## src/rtl/irq_status_pkg.sv

```systemverilog
package irq_status_pkg;
  localparam int NUM_SRC = 8;
  localparam int NUM_PIN = 4;
  // source bit positions inside the status/enable byte
  localparam int SRC_EXT      = 7;
  localparam int SRC_DACLOAD  = 6;
  localparam int SRC_OVERRUN  = 5;
  localparam int SRC_ALMOST   = 4;
  localparam int SRC_DMATO    = 3;
  localparam int SRC_DMADONE  = 2;
  localparam int SRC_ADCSTART = 1;
  localparam int SRC_ADCTRIG  = 0;
  // word layout
  localparam int WORD_W     = 32;
  localparam int STATUS_LSB = 16;
  localparam int ENABLE_LSB = 0;
  localparam int WDOG_BIT   = 31;

  typedef struct packed {
    logic [NUM_SRC-1:0] evt;
    logic               wrStb;
    logic [NUM_SRC-1:0] clrMask;
    logic [NUM_SRC-1:0] enLoad;
  } ctrlStrobes_t;
endpackage

```

## src/rtl/irq_pin_edge.sv

```systemverilog
module irq_pin_edge (
  input  logic clk,
  input  logic rstN,
  input  logic pinAsync,
  input  logic riseSel,
  input  logic fnEn,
  output logic edgePulse
);
  logic syncA, syncB, prevB;

  always_ff @(posedge clk or negedge rstN) begin
    if (!rstN) begin
      syncA <= 1'b0;
      syncB <= 1'b0;
      prevB <= 1'b0;
    end else begin
      syncA <= pinAsync;
      syncB <= syncA;
      prevB <= syncB;
    end
  end

  always_comb begin
    if (riseSel) edgePulse = fnEn & syncB & ~prevB;
    else         edgePulse = fnEn & ~syncB & prevB;
  end
endmodule

```

## src/rtl/irq_status_ctrl_unit.sv

```systemverilog
module irq_status_ctrl_unit
  import irq_status_pkg::*;
#(
  parameter int CNT_W = 12
) (
  input  logic               clk,
  input  logic               rstN,
  input  logic [NUM_PIN-1:0] pinIn,
  input  logic [NUM_PIN-1:0] pinRise,
  input  logic [NUM_PIN-1:0] pinFnEn,
  input  logic [CNT_W-1:0]   fifoLevel,
  input  logic [CNT_W-1:0]   afThreshold,
  input  logic               fifoPush,
  input  logic               fifoFull,
  input  logic               dmaTimeout,
  input  logic               dmaDone,
  input  logic               regWrEn,
  input  logic [WORD_W-1:0]  regWrData,
  output ctrlStrobes_t       strobes
);
  logic [NUM_PIN-1:0] pinPulse;
  logic afNow, afPrev, afStrobe;

  for (genvar i = 0; i < NUM_PIN; i++) begin : gPin
    irq_pin_edge uEdge (
      .clk(clk), .rstN(rstN), .pinAsync(pinIn[i]),
      .riseSel(pinRise[i]), .fnEn(pinFnEn[i]), .edgePulse(pinPulse[i])
    );
  end

  assign afNow = (fifoLevel >= afThreshold);

  always_ff @(posedge clk or negedge rstN) begin
    if (!rstN) afPrev <= 1'b0;
    else       afPrev <= afNow;
  end

  assign afStrobe = afNow & ~afPrev;

  always_comb begin
    strobes = '0;
    strobes.evt[SRC_EXT]      = pinPulse[3];
    strobes.evt[SRC_DACLOAD]  = pinPulse[2];
    strobes.evt[SRC_ADCSTART] = pinPulse[1];
    strobes.evt[SRC_ADCTRIG]  = pinPulse[0];
    strobes.evt[SRC_OVERRUN]  = fifoPush & fifoFull;
    strobes.evt[SRC_ALMOST]   = afStrobe;
    strobes.evt[SRC_DMATO]    = dmaTimeout;
    strobes.evt[SRC_DMADONE]  = dmaDone;
    strobes.wrStb   = regWrEn;
    strobes.clrMask = regWrEn ? regWrData[STATUS_LSB +: NUM_SRC] : '0;
    strobes.enLoad  = regWrData[ENABLE_LSB +: NUM_SRC];
  end

  logic pastValid;
  always_ff @(posedge clk or negedge rstN) begin
    if (!rstN) pastValid <= 1'b0;
    else       pastValid <= 1'b1;
  end

  // almost-full fires once per crossing, never two cycles in a row
  assert_af_single_R7: assert property (@(posedge clk) disable iff (!rstN)
    strobes.evt[SRC_ALMOST] |=> !strobes.evt[SRC_ALMOST]);

  // an almost-full strobe needs the condition false one cycle earlier
  assert_af_crossing_R7: assert property (@(posedge clk) disable iff (!rstN)
    (pastValid && strobes.evt[SRC_ALMOST]) |->
      ($past(fifoLevel) < $past(afThreshold) || !$past(pastValid)));
endmodule

```

## src/rtl/irq_status_data.sv

```systemverilog
module irq_status_data
  import irq_status_pkg::*;
(
  input  logic               clk,
  input  logic               rstN,
  input  ctrlStrobes_t       strobes,
  input  logic               wdogFlag,
  output logic [WORD_W-1:0]  regRead,
  output logic               irqOut
);
  logic [NUM_SRC-1:0] statusQ, enableQ, statusD, setMask;

  assign setMask = strobes.evt & enableQ;
  assign statusD = (statusQ & ~strobes.clrMask) | setMask;

  always_ff @(posedge clk or negedge rstN) begin
    if (!rstN) begin
      statusQ <= '0;
      enableQ <= '0;
    end else begin
      statusQ <= statusD;
      if (strobes.wrStb) enableQ <= strobes.enLoad;
    end
  end

  always_comb begin
    regRead = '0;
    regRead[WDOG_BIT] = wdogFlag;
    regRead[STATUS_LSB +: NUM_SRC] = statusQ;
    regRead[ENABLE_LSB +: NUM_SRC] = enableQ;
  end

  assign irqOut = |statusQ;

  logic pastValid;
  always_ff @(posedge clk or negedge rstN) begin
    if (!rstN) pastValid <= 1'b0;
    else       pastValid <= 1'b1;
  end

  // newly set bits must come from an enabled event
  assert_latch_needs_enable_R4: assert property (@(posedge clk) disable iff (!rstN)
    pastValid |-> ((statusQ & ~$past(statusQ) & ~($past(strobes.evt) & $past(enableQ))) == '0));

  // without a write nothing drops
  assert_sticky_R11: assert property (@(posedge clk) disable iff (!rstN)
    (pastValid && !$past(strobes.wrStb)) |-> ((statusQ & $past(statusQ)) == $past(statusQ)));

  // set beats clear
  assert_set_wins_R10: assert property (@(posedge clk) disable iff (!rstN)
    pastValid |-> ((($past(strobes.evt) & $past(enableQ)) & ~statusQ) == '0));

  // written ones clear unless an event collides
  assert_clear_R3: assert property (@(posedge clk) disable iff (!rstN)
    (pastValid && $past(strobes.wrStb)) |->
      ((statusQ & $past(strobes.clrMask) & ~($past(strobes.evt) & $past(enableQ))) == '0));

  // request can only drop after a write
  assert_irq_drop_R5: assert property (@(posedge clk) disable iff (!rstN)
    (pastValid && $fell(irqOut)) |-> $past(strobes.wrStb));
endmodule

```

## src/rtl/irq_status_ctrl.sv

```systemverilog
module irq_status_ctrl
  import irq_status_pkg::*;
#(
  parameter int CNT_W = 12
) (
  input  logic              clk,
  input  logic              rstN,
  input  logic [3:0]        pinIn,
  input  logic [3:0]        pinRise,
  input  logic [3:0]        pinFnEn,
  input  logic [CNT_W-1:0]  fifoLevel,
  input  logic [CNT_W-1:0]  afThreshold,
  input  logic              fifoPush,
  input  logic              fifoFull,
  input  logic              dmaTimeout,
  input  logic              dmaDone,
  input  logic              wdogFlag,
  input  logic              regWrEn,
  input  logic [31:0]       regWrData,
  output logic [31:0]       regRead,
  output logic              irqOut
);
  ctrlStrobes_t strobes;

  irq_status_ctrl_unit #(.CNT_W(CNT_W)) uCtrl (
    .clk(clk), .rstN(rstN), .pinIn(pinIn), .pinRise(pinRise), .pinFnEn(pinFnEn),
    .fifoLevel(fifoLevel), .afThreshold(afThreshold), .fifoPush(fifoPush),
    .fifoFull(fifoFull), .dmaTimeout(dmaTimeout), .dmaDone(dmaDone),
    .regWrEn(regWrEn), .regWrData(regWrData), .strobes(strobes)
  );

  irq_status_data uData (
    .clk(clk), .rstN(rstN), .strobes(strobes), .wdogFlag(wdogFlag),
    .regRead(regRead), .irqOut(irqOut)
  );
endmodule

```

## config.mk

```make
export PLATFORM = sky130hd
export DESIGN_NAME = irq_status_ctrl
export DESIGN_NICKNAME = d
export VERILOG_FILES = /design/src/rtl/irq_status_pkg.sv /design/src/rtl/irq_pin_edge.sv /design/src/rtl/irq_status_ctrl_unit.sv /design/src/rtl/irq_status_data.sv /design/src/rtl/irq_status_ctrl.sv
export SDC_FILE = /design/constraint.sdc
export NUM_CORES = 1
export LEC_CHECK = 0
export BUFFER_PORTS_ARGS = -buffer_cell sky130_fd_sc_hd__buf_4
export CAP_MARGIN = 20
export CORE_AREA = 2 2 76 71
export DETAILED_ROUTE_END_ITERATION = 8
export DIE_AREA = 0 0 78 73
export PLACE_DENSITY = 0.76
export SETUP_SLACK_MARGIN = 0.4
export SLEW_MARGIN = 25
export SYNTH_ARGS = -nofsm -noshare
export SYNTH_HDL_FRONTEND = slang
export SYNTH_HIERARCHICAL = 1
export SYNTH_SLANG_ARGS = --single-unit
```

## constraint.sdc

```tcl
create_clock -name clk -period 1.4 [get_ports clk]
set_input_delay 0.14 -clock clk [delete_from_list [all_inputs] [get_ports clk]]
set_output_delay 0.14 -clock clk [all_outputs]
set_load 0.05 [all_outputs]
```

After elaboration in Yosys (flattened, before gate mapping) --
Cells that the tools add are included.
Cells by class: $lt $le $gt $ge 1, mux-type cells 5, bitwise operators 31, reduce and logical (&&, ||, !) cells 1
Operators by type and width (number):
- bitwise AND 1 bit | 18
- bitwise AND 8 bit | 2
- >= comparator 12 bit | 1
- NOT 1 bit | 9
- two-way mux 8 bit | 1
- NOT 8 bit | 1
- OR 8 bit | 1
- OR reduction 8 bit | 1
- two-way mux 1 bit | 4
Word-level totals: register bits 29, bits of input ports 76, output and inout bits 33, word-level logic and storage cells 53

Longest topological paths before layout --
word-level depth 6, mapped depth 9, gate-level depth less buffers 8

Modules after synthesis --
The synthesis kept the hierarchy.
Modules (own cells, without submodules):
- irq_status_data | instances 1, cells an instance 69, area each 772.0 sq um, seq. area each 400.4 sq um
- irq_status_ctrl_unit | instances 1, cells an instance 64, area each 499.2 sq um, seq. area each 25.0 sq um
- irq_pin_edge | instances 4, cells an instance 6, area each 98.8 sq um, seq. area each 75.1 sq um

Worst setup path after synthesis --
OpenSTA, ideal clock, no wires.
kind input to register, from input port fifoLevel[0], to register uData.statusQ[4], setup time 0.127 ns, arrival 1.459 ns, required time 1.273 ns, slack -0.186 ns, stages 9, buffers on the path 1, path through inv_1 -> ha_1 -> nand2b_4 -> a2111oi_4 -> a2111oi_1 -> o31a_1 -> buf_4 -> nand2_1 -> o21ai_0
On the way: longest elaborated chain between the ends 4
Ends and longest elaborated chain:
- start: declaration | RTL line irq_status_ctrl.sv:11 | input logic [CNT_W-1:0] fifoLevel,
- >= comparator 12 bit | RTL line irq_status_ctrl_unit.sv:31 | assign afNow = (fifoLevel >= afThreshold);
- bitwise AND 1 bit | RTL line irq_status_ctrl_unit.sv:38 | assign afStrobe = afNow & ~afPrev;
- named net uCtrl.afStrobe | RTL line irq_status_ctrl_unit.sv:22 | logic afNow, afPrev, afStrobe;
- bitwise AND 8 bit | RTL line irq_status_data.sv:13 | assign setMask = strobes.evt & enableQ;
- OR 8 bit | RTL line irq_status_data.sv:14 | assign statusD = (statusQ & ~strobes.clrMask) | setMask;
- named net uData.statusD[4] | RTL line irq_status_data.sv:11 | logic [NUM_SRC-1:0] statusQ, enableQ, statusD, setMask;
- end signal: assignment | RTL line irq_status_data.sv:21 | statusQ <= statusD;
- end: declaration | RTL line irq_status_data.sv:11
The timed path passes the listed nets, and every way through them passes these cells. A chain may end at the register's enable or synchronous reset.

Worst setup path after layout --
from register uData.statusQ[4], to output port irqOut
On the way: longest elaborated chain between the ends 1
Ends and longest elaborated chain:
- OR reduction 8 bit | RTL line irq_status_data.sv:33 | assign irqOut = |statusQ;
- end: declaration | RTL line irq_status_ctrl.sv:21 | output logic irqOut
No other way between the ends.

==> impl_metrics.ini <==
[status]
status = finished, violations left
violations = negative setup slack

[layout]
diodes = 0
final_area_sq_um = 2650
mostFrequentLayoutCell = buf_4
synthToLayoutAreaGrowth_pct = 59.0
fin_nets = 330
layout-drive-gt1-share_pct = 50.6
layout_common_cells = 67 x buf_4, 21 x inv_1, 19 x dfrtp_1, 15 x buf_8, 15 x conb_1
n_fill_cell = 445

[cts]
cts_tree = built
cts_root_buffer = clkbuf_8
clkTransAtPathRegs_ps = 60
cts_max_path_buffers = 2
cts_max_level = 2
cts_sinks = 29
cts_buffers = 5
clk_latency_ps = 270

[routing]
drc = 0
dr.pass1.iters = 4
antenna_left = 0
drt-initial-drc-count = 19
viasPerCell = 4.16
wl_per_cell_um = 11.4
wirelength_um = 3530
vias = 1291

[sta]
min_period_ps = 1450
rsz0062_at_grt = true
drv_slew = 0
hold_violations = 0
max_freq_mhz = 689
finalCritPeriodShare_pct = 104
skew_ps = 3.53
fin_ws_ps = -50.7
setup_viol = 1

[flow_run]
drv_cap = 0

[synth]
synth_compound_area_share_pct = 7.43
muxShareOfSynthArea_pct = 7.21
ys_seq_area_share_pct = 43.5
synthTopCellsByArea = dfrtp_1 44%, buf_4 13%, ha_1 9.0%, mux2_4 7.2%, inv_1 5.0%
ys_ff_latch = 29
yosysWarningCount = 6
syn_area_per_cell_sq_um = 10.6
synth_top_family_by_area = buffers and inverters
netlist_area_sq_um = 1670
synth_top_area_share_pct = 43.5
synth.distinct_cells = 22
synth_area_leader_cell = dfrtp_1
synth_cells = 157
yosys.area_share.xor_xnor_pct = 0
synthSimpleGateAreaFrac_pct = 14.3
synthAdderAreaFrac_pct = 9.01

[die]
die_x_um = 78
io_pins = 109
die_y_um = 73
rows = 25
die_area_sq_um = 5690
start_util_pct = 33.3
core_sq_um = 5000

[critical_path]
setup.worst_path.end_class = primary output
worstPathMaxFanout = 3
path_class = reg -> out
rrSetupSlack_ps = 460
critPathLaunchType = flop
arrival_ps = 1310
worstPathRequired_ps = 1260

[power]
combinationalPowerShare_pct = 32.1
p_sw_share_pct = 30.1
seqPwrFrac_pct = 33.7
p_int_mw = 2.08
p_per_area_nw_per_um2 = 1120
finalPower_mw = 2.98
peakVddDrop_mv = 0.630
p_clk_share_pct = 34.2
p_leak_nw = 1.34
p_switching_mw = 0.896

[worst_hold_path]
min_path_type = in -> reg

[place]
gp_congestion = 0.666
dpl_cell_area_sq_um = 2200
port_buffers = 75
dp_hpwl_um = 2610

[grt]
grt_pass1_wl_um = 5530
antenna_found_initial = 0
grt_overflow = 0
grt_pass1_vias = 1322
grt_max_degree = 30
grt_usage_pct = 12.5
-- stage by stage --
stage | hold slack [ps] | cells | setup TNS, ps | util (%) | worst slack (ps)
3_3_place_gp | 79.9 | 285 | -182 | 44.0 | -129
2_1_floorplan | -156 | 171 | -62.5 | - | -62.5
6_report | 75.4 | 310 | -50.7 | 52.9 | -50.7
4_1_cts | 64.8 | 307 | -51.6 | 50.9 | -51.6
5_1_grt | 70.1 | 310 | -126 | 52.9 | -126
3_5_place_dp | 85.2 | 285 | -235 | 44.0 | -167
-- Yosys cell counts --
| master | instances |
|---|---|
| dfrtp_1 | 29 |
| nand4_1 | 2 |
| buf_4 | 28 |
| inv_1 | 22 |
| mux2_4 | 8 |
| nand2b_4 | 1 |
| nand4b_1 | 4 |
| a2111oi_4 | 1 |
| conb_1 | 1 |
| nor4_1 | 2 |
| nand2_1 | 14 |
| o21ai_0 | 10 |
| nand4bb_1 | 4 |
| o31a_1 | 1 |
| buf_6 | 1 |
| a2111oi_1 | 1 |
| ha_1 | 12 |
| or3_1 | 1 |
| a21o_1 | 1 |
| nand3_1 | 1 |
| and2_1 | 9 |
| a21oi_1 | 4 |
-- power groups by stage --
stage / clock [mW] / combinational [mW] / sequential (mW)
6_report: 1.02 / 0.956 / 1.00
2_1_floorplan: 0 / 0.346 / 1.20
4_1_cts: 1.05 / 0.894 / 0.988
3_3_place_gp: 0 / 0.758 / 0.997
3_5_place_dp: 0 / 0.769 / 1.00
5_1_grt: 1.08 / 1.02 / 1.02
-- worst paths after layout --
kind | startpoint | to | cells past startpoint
worst max-delay path | uData/statusQ[4] | irqOut | 4
worst min-delay path | dmaDone | uData/statusQ[2] | 3
worst max register to register | uData/enableQ[2] | uData/enableQ[2] | 2
worst min register to register | uCtrl/gPin[1].uEdge/syncA | uCtrl/gPin[1].uEdge/syncB | 0
max in group asynchronous | rstN | uData/statusQ[5] | 2
min in group asynchronous | rstN | uData/statusQ[0] | 2
-- layer usage --
metal / vias up / routed length (um) / GRT usage [%]
met4: 0 / 51 / 5.26
met5: - / 0 / 0
met2: 49 / 1810 / 21.3
met1: 585 / 1490 / 15.2
met3: 6 / 180 / 3.22
li1: 651 / - / -
-- sequential cells by signal, summed over array words and instances (netlist names) --
| signal | cells |
|---|---|
| uData/enableQ | 8 |
| uData/statusQ | 8 |
| uCtrl/gPin.uEdge/prevB | 4 |
| uCtrl/gPin.uEdge/syncA | 4 |
| uCtrl/gPin.uEdge/syncB | 4 |
| uCtrl/afPrev | 1 |
-- cells by family (layout without fill, tap and decap cells) --
logic type                 Yosys count  after routing
AOI/OAI and AO/OA                   18             18
adders and majority gates           12             12
buffers and inverters               51            123
DFF                                 29             29
muxes                                8              8
other                                1             15
and+or+nand+nor                     38             38
-- worst max-delay path: stages, from the launching register on --
cell	delay, ps
dfrtp_1	430
nor4_4	250
buf_4	160
nand2_4	40
buf_8	150
-- layout make-up --
class,count,area (sq um),area share [%]
timing repair buffer,93,846,31.9
multi-input combinational,91,761,28.7
sequential,29,738,27.9
inverter,22,87.6,3.31
tap,67,83.8,3.16
clock buffer,5,68.8,2.60
clock inverter,3,65.1,2.46
-- timing repair --
action,CTS,global route
setup endpoints to repair,19,19
resized for setup,24,18
buffers inserted,9,3
endpoints found under the hold margin,33,0
pin swaps,6,3
hold buffers,5,0
Power figures use the tool's default switching activity.
